[src/rtl/lossy_stack_pkg.sv]
package lossy_stack_pkg;

  typedef enum logic [1:0] {
    STK_IDLE = 2'd0,
    STK_PUSH = 2'd1,
    STK_POP  = 2'd2,
    STK_SWAP = 2'd3
  } stk_op_e;

  localparam int unsigned DEPTH_SAT_MAX = 65535;

  function automatic int unsigned sat_depth(input int unsigned d);
    return (d > DEPTH_SAT_MAX) ? DEPTH_SAT_MAX : d;
  endfunction

endpackage

[src/rtl/lstk_rst_sync.sv]
module lstk_rst_sync #(
  parameter int unsigned STAGES = 2
) (
  input  logic clk,
  input  logic rst_n,
  output logic rst_sync_n
);
  logic [STAGES-1:0] chain_q;

  always_ff @(posedge clk or negedge rst_n) begin
    if (!rst_n) chain_q <= '0;
    else        chain_q <= {chain_q[STAGES-2:0], 1'b1};
  end

  assign rst_sync_n = chain_q[STAGES-1];
endmodule

[src/rtl/lstk_op_decode.sv]
module lstk_op_decode
  import lossy_stack_pkg::*;
(
  input  logic    push_i,
  input  logic    pop_i,
  output stk_op_e op_o
);
  always_comb begin
    unique case ({push_i, pop_i})
      2'b10:   op_o = STK_PUSH;
      2'b01:   op_o = STK_POP;
      2'b11:   op_o = STK_SWAP;
      default: op_o = STK_IDLE;
    endcase
  end
endmodule

[src/rtl/lstk_slot_array.sv]
module lstk_slot_array
  import lossy_stack_pkg::*;
#(
  parameter int unsigned DEPTH  = 16,
  parameter int unsigned WORD_W = 16
) (
  input  logic              clk,
  input  logic              rst_n,
  input  stk_op_e           op_i,
  input  logic [WORD_W-1:0] wr_data_i,
  output logic [WORD_W-1:0] top_o
);
  localparam int unsigned LAST = DEPTH - 1;

  logic [WORD_W-1:0] slot_q [DEPTH];
  logic [WORD_W-1:0] slot_d [DEPTH];
  logic [DEPTH-1:0]  slot_en;

  // Tracks that one full cycle has passed out of reset; used by checks only.
  logic past_ok_q;
  always_ff @(posedge clk or negedge rst_n) begin
    if (!rst_n) past_ok_q <= 1'b0;
    else        past_ok_q <= 1'b1;
  end

  for (genvar i = 0; i < DEPTH; i++) begin : g_slot
    logic [WORD_W-1:0] from_above;
    logic [WORD_W-1:0] from_below;

    if (i == 0) begin : g_top
      assign from_above = wr_data_i;
    end else begin : g_mid_a
      assign from_above = slot_q[i-1];
    end

    if (i == LAST) begin : g_bot
      assign from_below = '0;
    end else begin : g_mid_b
      assign from_below = slot_q[i+1];
    end

    always_comb begin
      slot_en[i] = 1'b0;
      slot_d[i]  = slot_q[i];
      unique case (op_i)
        STK_PUSH: begin
          slot_en[i] = 1'b1;
          slot_d[i]  = from_above;
        end
        STK_POP: begin
          slot_en[i] = 1'b1;
          slot_d[i]  = from_below;
        end
        STK_SWAP: begin
          if (i == 0) begin
            slot_en[i] = 1'b1;
            slot_d[i]  = wr_data_i;
          end
        end
        default: ;
      endcase
    end

    always_ff @(posedge clk or negedge rst_n) begin
      if (!rst_n)          slot_q[i] <= '0;
      else if (slot_en[i]) slot_q[i] <= slot_d[i];
    end

    // an idle cycle leaves this slot untouched
    assert_idle_hold_R8: assert property (@(posedge clk) disable iff (!rst_n)
      (past_ok_q && $past(op_i) == STK_IDLE) |-> $stable(slot_q[i]));

    if (i > 0) begin : g_chk_push
      // a push moves each word one place toward the bottom
      assert_push_shift_R6: assert property (@(posedge clk) disable iff (!rst_n)
        (past_ok_q && $past(op_i) == STK_PUSH) |-> slot_q[i] == $past(slot_q[i-1]));
      // a combined push and pop leaves the lower slots alone
      assert_swap_keep_R7: assert property (@(posedge clk) disable iff (!rst_n)
        (past_ok_q && $past(op_i) == STK_SWAP) |-> $stable(slot_q[i]));
    end

    if (i < LAST) begin : g_chk_pop
      // a pop moves each word one place toward the top
      assert_pop_shift_R4: assert property (@(posedge clk) disable iff (!rst_n)
        (past_ok_q && $past(op_i) == STK_POP) |-> slot_q[i] == $past(slot_q[i+1]));
    end
  end

  // a pushed word lands on top
  assert_push_top_R3: assert property (@(posedge clk) disable iff (!rst_n)
    (past_ok_q && $past(op_i) == STK_PUSH) |-> slot_q[0] == $past(wr_data_i));

  // a combined push and pop writes the input word on top
  assert_swap_top_R7: assert property (@(posedge clk) disable iff (!rst_n)
    (past_ok_q && $past(op_i) == STK_SWAP) |-> slot_q[0] == $past(wr_data_i));

  // a pop fills the bottom slot with zero
  assert_pop_zero_fill_R5: assert property (@(posedge clk) disable iff (!rst_n)
    (past_ok_q && $past(op_i) == STK_POP) |-> slot_q[LAST] == '0);

  assign top_o = slot_q[0];
endmodule

[src/rtl/lossy_stack.sv]
module lossy_stack
  import lossy_stack_pkg::*;
#(
  parameter int unsigned DEPTH  = 16,
  parameter int unsigned WORD_W = 16
) (
  input  logic        clk,
  input  logic        rst_n,
  input  logic        push_i,
  input  logic        pop_i,
  input  logic [15:0] wr_data_i,
  output logic [15:0] top_data_o,
  output logic [15:0] depth_o
);
  localparam int unsigned DEPTH_REPORT = sat_depth(DEPTH);

  logic    rst_sync_n;
  stk_op_e op;

  lstk_rst_sync #(.STAGES(2)) u_rst_sync (
    .clk        (clk),
    .rst_n      (rst_n),
    .rst_sync_n (rst_sync_n)
  );

  lstk_op_decode u_decode (
    .push_i (push_i),
    .pop_i  (pop_i),
    .op_o   (op)
  );

  lstk_slot_array #(.DEPTH(DEPTH), .WORD_W(WORD_W)) u_slots (
    .clk       (clk),
    .rst_n     (rst_sync_n),
    .op_i      (op),
    .wr_data_i (wr_data_i[WORD_W-1:0]),
    .top_o     (top_data_o[WORD_W-1:0])
  );

  if (WORD_W < 16) begin : g_pad
    assign top_data_o[15:WORD_W] = '0;
  end

  assign depth_o = 16'(DEPTH_REPORT);

  // the read port shows zero while the internal reset is held
  assert_reset_zero_R1: assert property (@(posedge clk)
    !rst_sync_n |-> top_data_o == 16'h0000);
endmodule

[config.mk]
export PLATFORM = sky130hd
export DESIGN_NAME = lossy_stack
export DESIGN_NICKNAME = d
export VERILOG_FILES = /design/src/rtl/lossy_stack_pkg.sv /design/src/rtl/lstk_rst_sync.sv /design/src/rtl/lstk_op_decode.sv /design/src/rtl/lstk_slot_array.sv /design/src/rtl/lossy_stack.sv
export SDC_FILE = /design/constraint.sdc
export NUM_CORES = 1
export LEC_CHECK = 0
export ABC_CLOCK_PERIOD_IN_PS = 9900
export BUFFER_PORTS_ARGS = -buffer_cell sky130_fd_sc_hd__buf_2
export CAP_MARGIN = 20
export CORE_ASPECT_RATIO = 0.6
export CORE_UTILIZATION = 62
export DETAILED_ROUTE_END_ITERATION = 7
export GPL_TIMING_DRIVEN = 1
export PLACE_DENSITY = 0.91
export SYNTH_ARGS = -nofsm -noshare
export SYNTH_HDL_FRONTEND = slang
export SYNTH_HIERARCHICAL = 1
export SYNTH_SLANG_ARGS = --single-unit
[constraint.sdc]
create_clock -name clk -period 9.9 [get_ports clk]
set_input_delay 0 -clock clk [delete_from_list [all_inputs] [get_ports clk]]
set_output_delay 0 -clock clk [all_outputs]
set_load 0.02 [all_outputs]
==> After elaboration in Yosys (flattened, before gate mapping) <==
Index checks and enable logic that the tools add are counted.
{ "word_totals": {"in_bits": 20, "output_inout_bits": 32, "elab_cells": 49, "ff_bits": 258} }
{ "op_classes": {"n_reduce_logical": 7, "eq_ne": 6, "mux": 19} }
{ "ops": {"columns": ["operator", "count"], "rows": [
  ["$pmux 16 s2", 16],
  ["$eq 2x2->1 const B", 4],
  ["$pmux 2 s3", 1],
  ["$eq 2x1->1 const B", 2],
  ["$reduce_and 2->1", 2],
  ["$reduce_bool 2->1", 2],
  ["$reduce_or 2->1", 2],
  ["$reduce_or 3->1", 1],
  ["$mux 1", 2]
]} }

==> Logic depth before layout (Yosys ltp) <==
Gate-level depths: netlist (run 1).
{ "logic_depth": {"depth_word": 6, "depth_mapped": 8, "ltp_nobuf": 4} }

==> By module <==
The synthesis (run 1) kept the hierarchy.
{ "by_module_without_submodules": {"columns": ["module", "instances", "seq_area_each_um2", "area_per_inst_um2", "cells_each"], "rows": [
  ["lstk_slot_array", 1, 6406.1, 11831.3, 1136],
  ["lossy_stack", 1, 0.0, 127.6, 18],
  ["lstk_rst_sync", 1, 50.0, 53.8, 3],
  ["lstk_op_decode", 1, 0.0, 7.5, 2]
]} }

==> Least setup slack after synthesis (run 1) <==
Ideal clock, no wire load.
{ "synth_path": {"path_type": "input -> register", "startpoint": "in pop_i", "endpoint": "reg u_slots.slot_q (netlist bit u_slots/g_slot[6].from_below[0])", "setup_slack_ps": 8580, "setup_time_ps": 137, "path_buffers": 4, "t_required_ps": 9763, "arrival_time_ps": 1183, "stages": 7, "cell_sequence": "clkbuf_1 inv_1 ha_1 buf_2 buf_2 clkbuf_1 a21oi_1"} }
{ "synth_via": {"elab_chain_len": 6, "word_cells_on_any_way": 11, "cone_classes": "5 x eq/ne; 3 x mux; 3 x reduce/logical"} }
{ "synth_lines": {"columns": ["item", "line", "source"], "rows": [
  ["start, declared", "lossy_stack.sv:10", "input logic pop_i,"],
  ["$eq 2x2->1 / $eq 2x1->1 (equally long branches)", "lstk_op_decode.sv:9", "unique case ({push_i, pop_i})"],
  ["$pmux 2 s3 (*)", "lstk_op_decode.sv:9", null],
  ["$eq 2x1->1 / $eq 2x2->1 (equally long branches)", "lstk_slot_array.sv:45", "unique case (op_i)"],
  ["$reduce_or 2->1 (no source line)", null, null],
  ["$mux 1", "lstk_slot_array.sv:45", null],
  ["$reduce_and 2->1 (no source line)", null, null],
  ["end signal, assigned by index", "lstk_slot_array.sv:66", "else if (slot_en[i]) slot_q[i] <= slot_d[i];"],
  ["end, declared", "lstk_slot_array.sv:15", "logic [WORD_W-1:0] slot_q [DEPTH];"]
]} }
Mark *: on every way between the ends. The rest lies on a longest branch, timed or not.
A chain may end at the register's enable or synchronous reset.

==> Worst setup path in the final report (run 1) <==
{ "layout_path": {"startpoint": "in push_i", "endpoint": "reg u_slots.slot_q (netlist bit u_slots/g_slot[0].from_below[11])"} }
{ "layout_via": {"elab_chain_len": 6, "word_cells_on_any_way": 11, "cone_classes": "5 x eq/ne; 3 x mux; 3 x reduce/logical"} }
{ "layout_lines": {"columns": ["item", "line", "source"], "rows": [
  ["start, declared", "lossy_stack.sv:9", "input logic push_i,"],
  ["$eq 2x2->1 / $eq 2x1->1 (equally long branches)", "lstk_op_decode.sv:9", null],
  ["$pmux 2 s3 (*)", "lstk_op_decode.sv:9", null],
  ["$eq 2x1->1 / $eq 2x2->1 (equally long branches)", "lstk_slot_array.sv:45", null],
  ["$reduce_or 2->1 (no source line)", null, null],
  ["$mux 1", "lstk_slot_array.sv:45", null],
  ["$reduce_and 2->1 (no source line)", null, null]
]} }
Marks and branches as above.

==> results.ini, run 1 <==
[sta]
skew_ps = 12.11
setup_viol = 0
fin_crit_sh_pct = 29.94
period_needed_ps = 2964
max_slew.worst_pin.slew_ps = 1116
tns_ps = 0
report.final.slew_viol_count = 0
slew_headroom_pct = 25.58
max_freq_mhz = 337.4
rsz0062_at_grt = false
hold_violations = 0

[cts]
cts.sinks = 258
clock_path_buffers = 3
postCtsResizedCells = 0
cts-htree-levels = 1
cts_root_buf = clkbuf_16
post-cts-setup-buffers = 0
clk_pin_slew_ps = 60
hold_buffers = 18
insertion_delay_ps = 510
cts_buffers = 22
cts_tree = built

[power_and_ir_drop]
cellPowerDensity_mw_per_mm2 = 259.9
ir_worst_vdd_v = 0.0001943
leakage_nw = 5.251

[finish]
layout_commonest_cell = dfrtp_1
fin_nets = 1179
final_cell_mix = dfrtp_1 (257), nor2_1 (225), mux2i_1 (224), a21oi_1 (224), buf_2 (35)
drive_above_1_share_pct = 7.009
syn_to_final_growth_pct = 8.473
n_antenna_cell = 0
postLayoutCoreUtil_pct = 68.69

[worst_setup_path]
endpoint_kind = flip-flop
worstPathCellList = buf_2, inv_1, ha_4, buf_4, buf_4, mux2i_1, a21oi_1
cp.required_ps = 10220
cpPeakStageDelay_ps = 950
crit_path_start = push_i
crit_buf_inv = 4
cp_slowest_cell = buf_4
cp.arrival_ps = 3280
cp-start-kind = input pin
worstReg2RegStart = u_rst_sync/chain_q[1]
critPathMaxFanout = 71
rr_endpoint = u_slots/g_slot[14].from_below[15]
crit_end = u_slots/g_slot[0].from_below[11]
crit_top_cell = buf_4
worst-setup-path-type = in -> reg
reg2reg_depth = 1
crit_cells = 7
reg2reg_slack_ps = 8650
critical-path-top-delay-family = buffers and inverters

[grt]
grt_start_max_net_pins = 179
grt_overflow = 0
grt.total_usage_pct = 24.38
grt_pass1_vias = 8024
antenna_found_initial = 1
grt_pass1_wl_mm = 39.34

[hold_path]
worstHoldPathType = reg -> async

[placement]
gp_congestion = 0.7666
hpwl_mm = 13.18
port_buffers = 35

[die]
dieArea_sq_mm = 0.01997
fp.dieH_um = 109.9
initial_utilization_pct = 63.32
die_w_um = 181.8
pin_count = 52
core_area_sq_mm = 0.01898
num_rows = 39

[yosys]
netlist_area_sq_mm = 0.01202
synth-seq-area-share_pct = 53.71
synthTopCellsByArea = dfrtp_1 (54%), mux2i_1 (19%), a21oi_1 (9.3%), nor2_1 (7.0%), buf_2 (1.7%)
syn_inst = 1159
yosysTopAreaCellShare_pct = 53.71
yosys.area.top_type = dfrtp_1
ys_types = 19
postSynthAreaPerCell_sq_um = 10.37
yosysWarnings = 6
ys_ff_latch = 258

[detailed_routing]
drc_errors = 0
drt_wl_total_mm = 23.39
wl_per_cell_um = 16.52
route.vias.total = 8284
drt-initial-drc-count = 711
postRouteAntennaNets = 0
viasPerCell = 5.850
first_pass_iters = 5

[job]
maxCapViolCount = 0

[status]
status = finished, final reports clean

-- how the worst min path moves through the flow --
stage,to,from,depth (start not counted)
global placement,u_rst_sync/chain_q[0],rst_n,1
global route,u_slots/g_slot[13].from_below[13],u_rst_sync/chain_q[1],0
detailed placement,u_rst_sync/chain_q[0],rst_n,1
finish,u_slots/g_slot[13].from_below[13],u_rst_sync/chain_q[1],0
CTS,u_slots/g_slot[3].from_below[0],pop_i,4
floorplan,u_rst_sync/chain_q[0],rst_n,0
-- power breakdown --
| group | internal [mW] | switching (mW) | total, mW |
|---|---|---|---|
| logic | 0.348 | 0.409 | 0.758 |
| registers | 1.43 | 0.321 | 1.76 |
| clock network | 0.497 | 0.379 | 0.876 |
-- cells in the mapped netlist --
cell type	count
nand2_1	16
a21oi_1	224
dfrtp_1	258
buf_1	2
conb_1	3
ha_1	5
buf_2	41
buf_6	11
inv_1	34
mux2i_1	224
nand3b_1	16
o311ai_1	10
clkbuf_1	34
o311ai_0	6
o21ai_0	16
buf_4	16
or4b_1	16
nor2_1	225
clkbuf_2	2
-- metrics by stage --
step / instance area (sq um) / setup slack, ps / cells / hold slack (ps) / power, mW
after floorplan: 12070 / 2178 / 1173 / -295.6 / 2.281
after global placement: 12080 / 6628 / 1356 / -214.0 / 2.408
after detailed placement: 12080 / 6529 / 1356 / -212.2 / 2.493
after CTS: 12980 / 6996 / 1414 / 279.3 / 3.398
after global routing: 13040 / 6825 / 1416 / 123.2 / 3.596
final: 13040 / 6936 / 1416 / 114.6 / 3.389
-- area by class of cell --
type	count	area (sq um)
Tap cell	246	307.8
Inverter	34	127.6
Sequential cell	258	6460
Clock buffer	32	629.4
Timing Repair Buffer	63	483.0
Clock inverter	8	98.84
Multi-Input combinational cell	775	4932
Fill cell	1262	5943
-- layer usage --
metal  wire (um)  part of all wire (%)  global-route usage (%)
met5           8                 0.034                       0
met4         408                   1.7                   5.751
met3        1041                   4.5                   4.306
met2       11780                    50                   42.77
met1       10150                    43                   32.01
-- state kept, by name (all words and copies together), names as in the netlist --
name and count:
u_slots/g_slot.from_below 208, u_slots/g_slot.from_above 32, u_slots/top_o 16, u_rst_sync/chain_q 2
-- kinds of logic (layout without fill, tap and decap cells) --
family,Yosys count,count (layout),synth area share (%)
simple gates,273,273,9.857
flops,258,258,53.71
compound gates,256,256,11.16
mux,224,224,18.65
buf+inv,140,137,6.006
fa+ha+maj,5,5,0.5205
other cells,3,17,0.09368
Note: power is estimated with default switching activity, not from simulation.
==> inputs of run 2 (changes only) <==
- ABC_AREA: default -> 1
- ABC_CLOCK_PERIOD_IN_PS: 9900 -> 2500
- CORE_UTILIZATION: 62 -> 56
- PLACE_DENSITY: 0.91 -> 0.87
- clock period: 9.9 -> 2.5 ns (I/O delays scaled with it)
==> results.ini, run 2 <==
[yosys]
netlist_area_sq_mm = 0.01183  ; -1.6%
yosysTopAreaCellShare_pct = 54.59  ; +0.88 points
ys_ff_latch = 258  ; unchanged
ys_types = 15  ; -4
ys_top_cells_by_count = nand2_1 (513), dfrtp_1 (258), nor2_1 (225)
async_flop_share_pct = 100.0  ; unchanged
syn_inst = 1457  ; +26%
postSynthAreaPerCell_sq_um = 8.117  ; -22%
synthTopCellsByArea = dfrtp_1 (55%), nand2_1 (16%), a31oi_1 (12%), nor2_1 (7.1%), buf_2 (3.6%)
synth-edff-count = 0  ; unchanged
yosysWarnings = 6  ; unchanged
synth-seq-area-share_pct = 54.59  ; +0.88 points
yosys.area.top_type = dfrtp_1
yosysMostFrequentCell = nand2_1
ys.flop_type = dfrtp_1

[sta]
hold_violations = 0  ; unchanged
rsz0062_at_grt = false
slew_headroom_pct = 54.74  ; +29 points
fin_crit_sh_pct = 45.89
setup_viol = 0  ; unchanged
max_freq_mhz = 871.7
report.final.slew_viol_count = 0  ; unchanged
period_needed_ps = 1147
holdWs_ps = 112.5  ; -2.108 ps
fin_ws_ps = 1353  ; -5584 ps
skew_ps = 16.20  ; +4.088 ps
max_slew.worst_pin.slew_ps = 678.9  ; -437.4 ps

[placement]
hpwl_mm = 14.95  ; +13%
gp_congestion = 0.7646  ; -0.26%
port_buffers = 35  ; unchanged
pre_cts_slack_ps = 867.5  ; -5662 ps

[detailed_routing]
drt-initial-drc-count = 1109  ; +56%
route.vias.total = 9996  ; +21%
drc_errors = 0  ; unchanged
first_pass_iters = 6  ; +1
viasPerCell = 5.778  ; -1.2%
drt_wl_total_mm = 26.03  ; +11%
wl_per_cell_um = 15.05  ; -8.9%
postRouteAntennaNets = 0  ; unchanged

[worst_setup_path]
worstPathCellList = buf_2, inv_1, ha_4, inv_4, buf_4, nand2_1, a31oi_1
endpoint_kind = flip-flop
worst-setup-path-type = in -> reg
cp.arrival_ps = 1560  ; -1720 ps
cp_slowest_cell = inv_4
cpPeakStageDelay_ps = 490  ; -460 ps
cp-start-kind = input pin
cp.required_ps = 2910  ; -7310 ps
critPathMaxFanout = 61  ; -14%

[grt]
grt_pass1_wl_mm = 44.82  ; +14%
grt_pass1_vias = 9385  ; +17%
grt.total_usage_pct = 24.77  ; +0.39 points
grt_start_max_net_pins = 147  ; -18%
antenna_found_initial = 0  ; -1
grt_overflow = 0  ; unchanged

[die]
pin_count = 52  ; unchanged
initial_utilization_pct = 58.06  ; -5.3 points
fp.dieH_um = 114.6  ; +4.3%
dieArea_sq_mm = 0.02172  ; +8.8%
die_w_um = 189.6  ; +4.3%
core_area_sq_mm = 0.02037  ; +7.3%
num_rows = 40  ; +2.6%

[finish]
multi_input_area_sq_mm = 0.004566  ; -7.4%
layout_commonest_cell = nand2_1
fillers = 1561  ; +24%
regArea_sq_mm = 0.006460  ; unchanged
final_cell_mix = nand2_1 (513), dfrtp_1 (257), nor2_1 (225)
syn_to_final_growth_pct = 9.670
n_antenna_cell = 0  ; unchanged
drive_above_1_share_pct = 6.589  ; -0.42 points
largest_register_ffs = 208  ; unchanged
fin_nets = 1468  ; +25%

[cts]
cts.sinks = 258  ; unchanged
hold_buffers = 18  ; unchanged
post-cts-setup-buffers = 0  ; unchanged
cts-htree-levels = 1  ; unchanged
clock_path_buffers = 3  ; unchanged
cts_buffers = 22  ; unchanged
postCtsResizedCells = 0  ; unchanged
insertion_delay_ps = 510  ; about the same
clk_pin_slew_ps = 70  ; about the same
cts_root_buf = clkbuf_16
cts_tree = built

[status]
status = finished, final reports clean

[job]
maxCapViolCount = 0  ; unchanged

[power_and_ir_drop]
power_mw = 12.19  ; +260%
leakage_nw = 6.068  ; +16%
ir_worst_vdd_v = 0.0006315  ; +220%
cellPowerDensity_mw_per_mm2 = 939.8  ; +260%

[hold_path]
worstHoldPathType = in -> reg

## run 2: cell type report
| type | count | area share (%) |
|---|---|---|
| clock inverters | 7 | 0.8489 |
| inverters | 55 | 1.611 |
| clock buffers | 31 | 4.978 |
| multi-input cells | 1032 | 35.20 |
| flip-flops and latches | 258 | 49.81 |
| well taps | 273 | 2.634 |
| repair buffers | 74 | 4.920 |
## run 2: metal layers
metal	GRT usage (%)	routed length (um)	up-vias
met5	0	0	-
met4	6.505	465	0
met3	3.861	1642	41
met2	38.73	12170	405
met1	36.23	11750	4860
li1	-	-	4690
## run 2: kinds of logic after synthesis
logic type	synth area share, %
flops	54.59
other cells	0.09521
compound gates	12.53
buf+inv	7.480
fa+ha+maj	0.5290
simple gates	24.78
## run 2: worst max-delay path: cells and delay by family
family / cells / cell delay [ps]
simple gates: 1 / 100
buf+inv: 4 / 1020
fa+ha+maj: 1 / 200
compound gates: 1 / 200
## run 2: worst paths after layout
check	slack, ps	endpoint	cells past startpoint	start
setup reg to reg	1570	u_slots/g_slot[5].from_below[4]	1	u_rst_sync/chain_q[1]
setup / recovery	1350	u_slots/g_slot[1].from_below[12]	7	push_i
hold reg to reg	190	u_slots/g_slot[10].from_above[11]	0	u_rst_sync/chain_q[1]
max in group asynchronous	1570	u_slots/g_slot[5].from_below[4]	1	u_rst_sync/chain_q[1]
hold / removal	110	u_slots/top_o[14]	5	pop_i
min in group asynchronous	190	u_slots/g_slot[10].from_above[11]	0	u_rst_sync/chain_q[1]
## run 2: per-stage QoR
step	std cells	util (%)	setup TNS, ps	instance area (sq um)
after floorplan	1471	-	-22750	11880
after global placement	1674	59.08	0	12030
after detailed placement	1674	59.08	0	12030
after CTS	1730	63.67	0	12970
after global routing	1730	63.67	0	12970
final	1730	63.67	0	12970
## run 2: report_power, final
part	internal, mW	switching, mW
sequential	5.28	0.945
clock	2.11	1.50
combinational	0.960	1.40
==> inputs of run 3 (changes only) <==
- ABC_CLOCK_PERIOD_IN_PS: 2500 -> 1100
- CORE_UTILIZATION: 56 -> 62
- PLACE_DENSITY: 0.87 -> 0.91
- clock period: 2.5 -> 1.1 ns (I/O delays scaled with it)
==> results.ini, run 3 (synthesis results as in run 2) <==
[status]
status = finished, final reports clean

[die]
initial_utilization_pct = 64.44  ; +6.4 points
num_rows = 38  ; -5.0%
die_w_um = 180.3  ; -4.9%
dieArea_sq_mm = 0.01965  ; -9.5%
pin_count = 52  ; unchanged
core_area_sq_mm = 0.01835  ; -9.9%
fp.dieH_um = 109.0  ; -4.9%

[detailed_routing]
wl_per_cell_um = 17.36  ; +15%
postRouteAntennaNets = 0  ; unchanged
drc_errors = 0  ; unchanged
drt_wl_total_mm = 30.49  ; +17%
drt-initial-drc-count = 1614  ; +46%
viasPerCell = 6.014  ; +4.1%
first_pass_iters = 6  ; unchanged
route.vias.total = 10561  ; +5.7%

[placement]
hpwl_mm = 17.31  ; +16%
port_buffers = 35  ; unchanged
gp_congestion = 0.8043  ; +5.2%

[cts]
clk_pin_slew_ps = 60  ; about the same
cts_buffers = 23  ; +4.5%
cts.sinks = 258  ; unchanged
cts_tree = built
clock_path_buffers = 3  ; unchanged
insertion_delay_ps = 520  ; about the same
cts-htree-levels = 1  ; unchanged
cts_root_buf = clkbuf_16

[worst_setup_path]
worstReg2RegStart = u_slots/top_o[12]
cpPeakStageDelay_ps = 430  ; -60 ps
cp-start-kind = flip-flop
worst-setup-path-type = reg -> out
endpoint_kind = primary output
critPathMaxFanout = 2  ; -97%
rr_endpoint = u_slots/g_slot[0].from_below[12]
cp_slowest_cell = dfrtp_1
critical-path-top-delay-family = flip-flops
reg2reg_depth = 3  ; +2
crit_buf_inv = 1  ; -3
cp.required_ps = 1100  ; -1810 ps
worstPathCellList = buf_6
cp.arrival_ps = 1100  ; -460 ps
reg2reg_slack_ps = 110  ; -1460 ps

[finish]
postLayoutCoreUtil_pct = 74.18  ; +11 points
syn_to_final_growth_pct = 15.12
fin_nets = 1525  ; +3.9%
layout_commonest_cell = nand2_1
n_antenna_cell = 0  ; unchanged
largest_register_ffs = 208  ; unchanged
drive_above_1_share_pct = 10.36  ; +3.8 points
final_cell_mix = nand2_1 (513), dfrtp_1 (257), nor2_1 (225)

[sta]
report.final.slew_viol_count = 0  ; unchanged
holdWs_ps = 212.3  ; +99.85 ps
fin_crit_sh_pct = 99.62
tns_ps = 0  ; unchanged
period_needed_ps = 1096
max_freq_mhz = 912.5
skew_ps = 13.34  ; -2.852 ps
rsz0062_at_grt = true
setup_viol = 0  ; unchanged
hold_violations = 0  ; unchanged

[hold_path]
hold_path_end = u_slots/g_slot[1].from_below[3]
worstHoldPathType = in -> reg
hold_depth = 5  ; unchanged
hold_start = pop_i

[power_and_ir_drop]
leakage_nw = 6.441  ; +6.1%
power_mw = 28.62  ; +130%
cellPowerDensity_mw_per_mm2 = 2102  ; +120%
ir_worst_vdd_v = 0.001297  ; +110%

[job]
maxCapViolCount = 0  ; unchanged

[grt]
antenna_found_initial = 0  ; unchanged
grt_pass1_wl_mm = 47.96  ; +7.0%
grt.total_usage_pct = 30.12  ; +5.4 points
grt_start_max_net_pins = 81  ; -45%
grt_pass1_vias = 9695  ; +3.3%
grt_overflow = 0  ; unchanged

==> run 3: area by class of cell <==
type	count	area [sq um]
multi-input combinational	1032	4566
sequential	258	6460
clock inverter	8	71.32
inverter	55	209.0
clock buffer	33	693.2
timing repair buffer	130	1315
fill	1160	4738
tap	240	300.3
==> run 3: metrics by stage <==
stage	worst slack, ps	area [sq um]	instances
floorplan	-1489	12050	1471
global placement	-121.1	12510	1685
detailed placement	-213.4	12510	1685
CTS	1.379	13490	1748
global route	-15.54	13610	1756
finish	4.167	13610	1756
==> run 3: report_power, final <==
group | total [mW] | switching [mW] | internal [mW]
sequential | 14.2 | 2.22 | 12.0
combinational | 6.15 | 3.54 | 2.61
clock | 8.26 | 3.64 | 4.62
total | 28.6 | 9.40 | 19.2
==> run 3: metal layers <==
metal | track usage [%] | vias to the layer above | wire, um
met5 | 0 | - | 0
met4 | 10.32 | 0 | 1040
met3 | 4.142 | 100 | 2368
met2 | 48.42 | 599 | 14440
met1 | 42.82 | 5062 | 12630
li1 | - | 4800 | -
==> run 3: worst max path at each step <==
stage	startpoint	endpoint	slack, ps	depth (start not counted)
after floorplan	u_rst_sync/chain_q[1]	u_slots/g_slot[0].from_below[0]	-1490	0
after global routing	u_slots/top_o[2]	top_data_o[2]	-20	1
after global placement	push_i	u_slots/g_slot[5].from_below[14]	-120	6
final	u_slots/top_o[8]	top_data_o[8]	4	1
after CTS	u_slots/top_o[13]	top_data_o[13]	1	1
after detailed placement	pop_i	u_slots/g_slot[1].from_below[10]	-210	6
==> run 3: worst register-to-register path, cell delays in order, from the launching register on <==
cell	delay, ps
dfrtp_1	360
buf_4	130
nand2_1	60
a31oi_1	310
==> run 3: repair_timing <==
item,4_1_cts,5_1_grt
resized for setup,2,20
hold endpoints to repair,18,0
buffers inserted,4,8
endpoints found under the setup margin,4,14
hold buffers,18,0
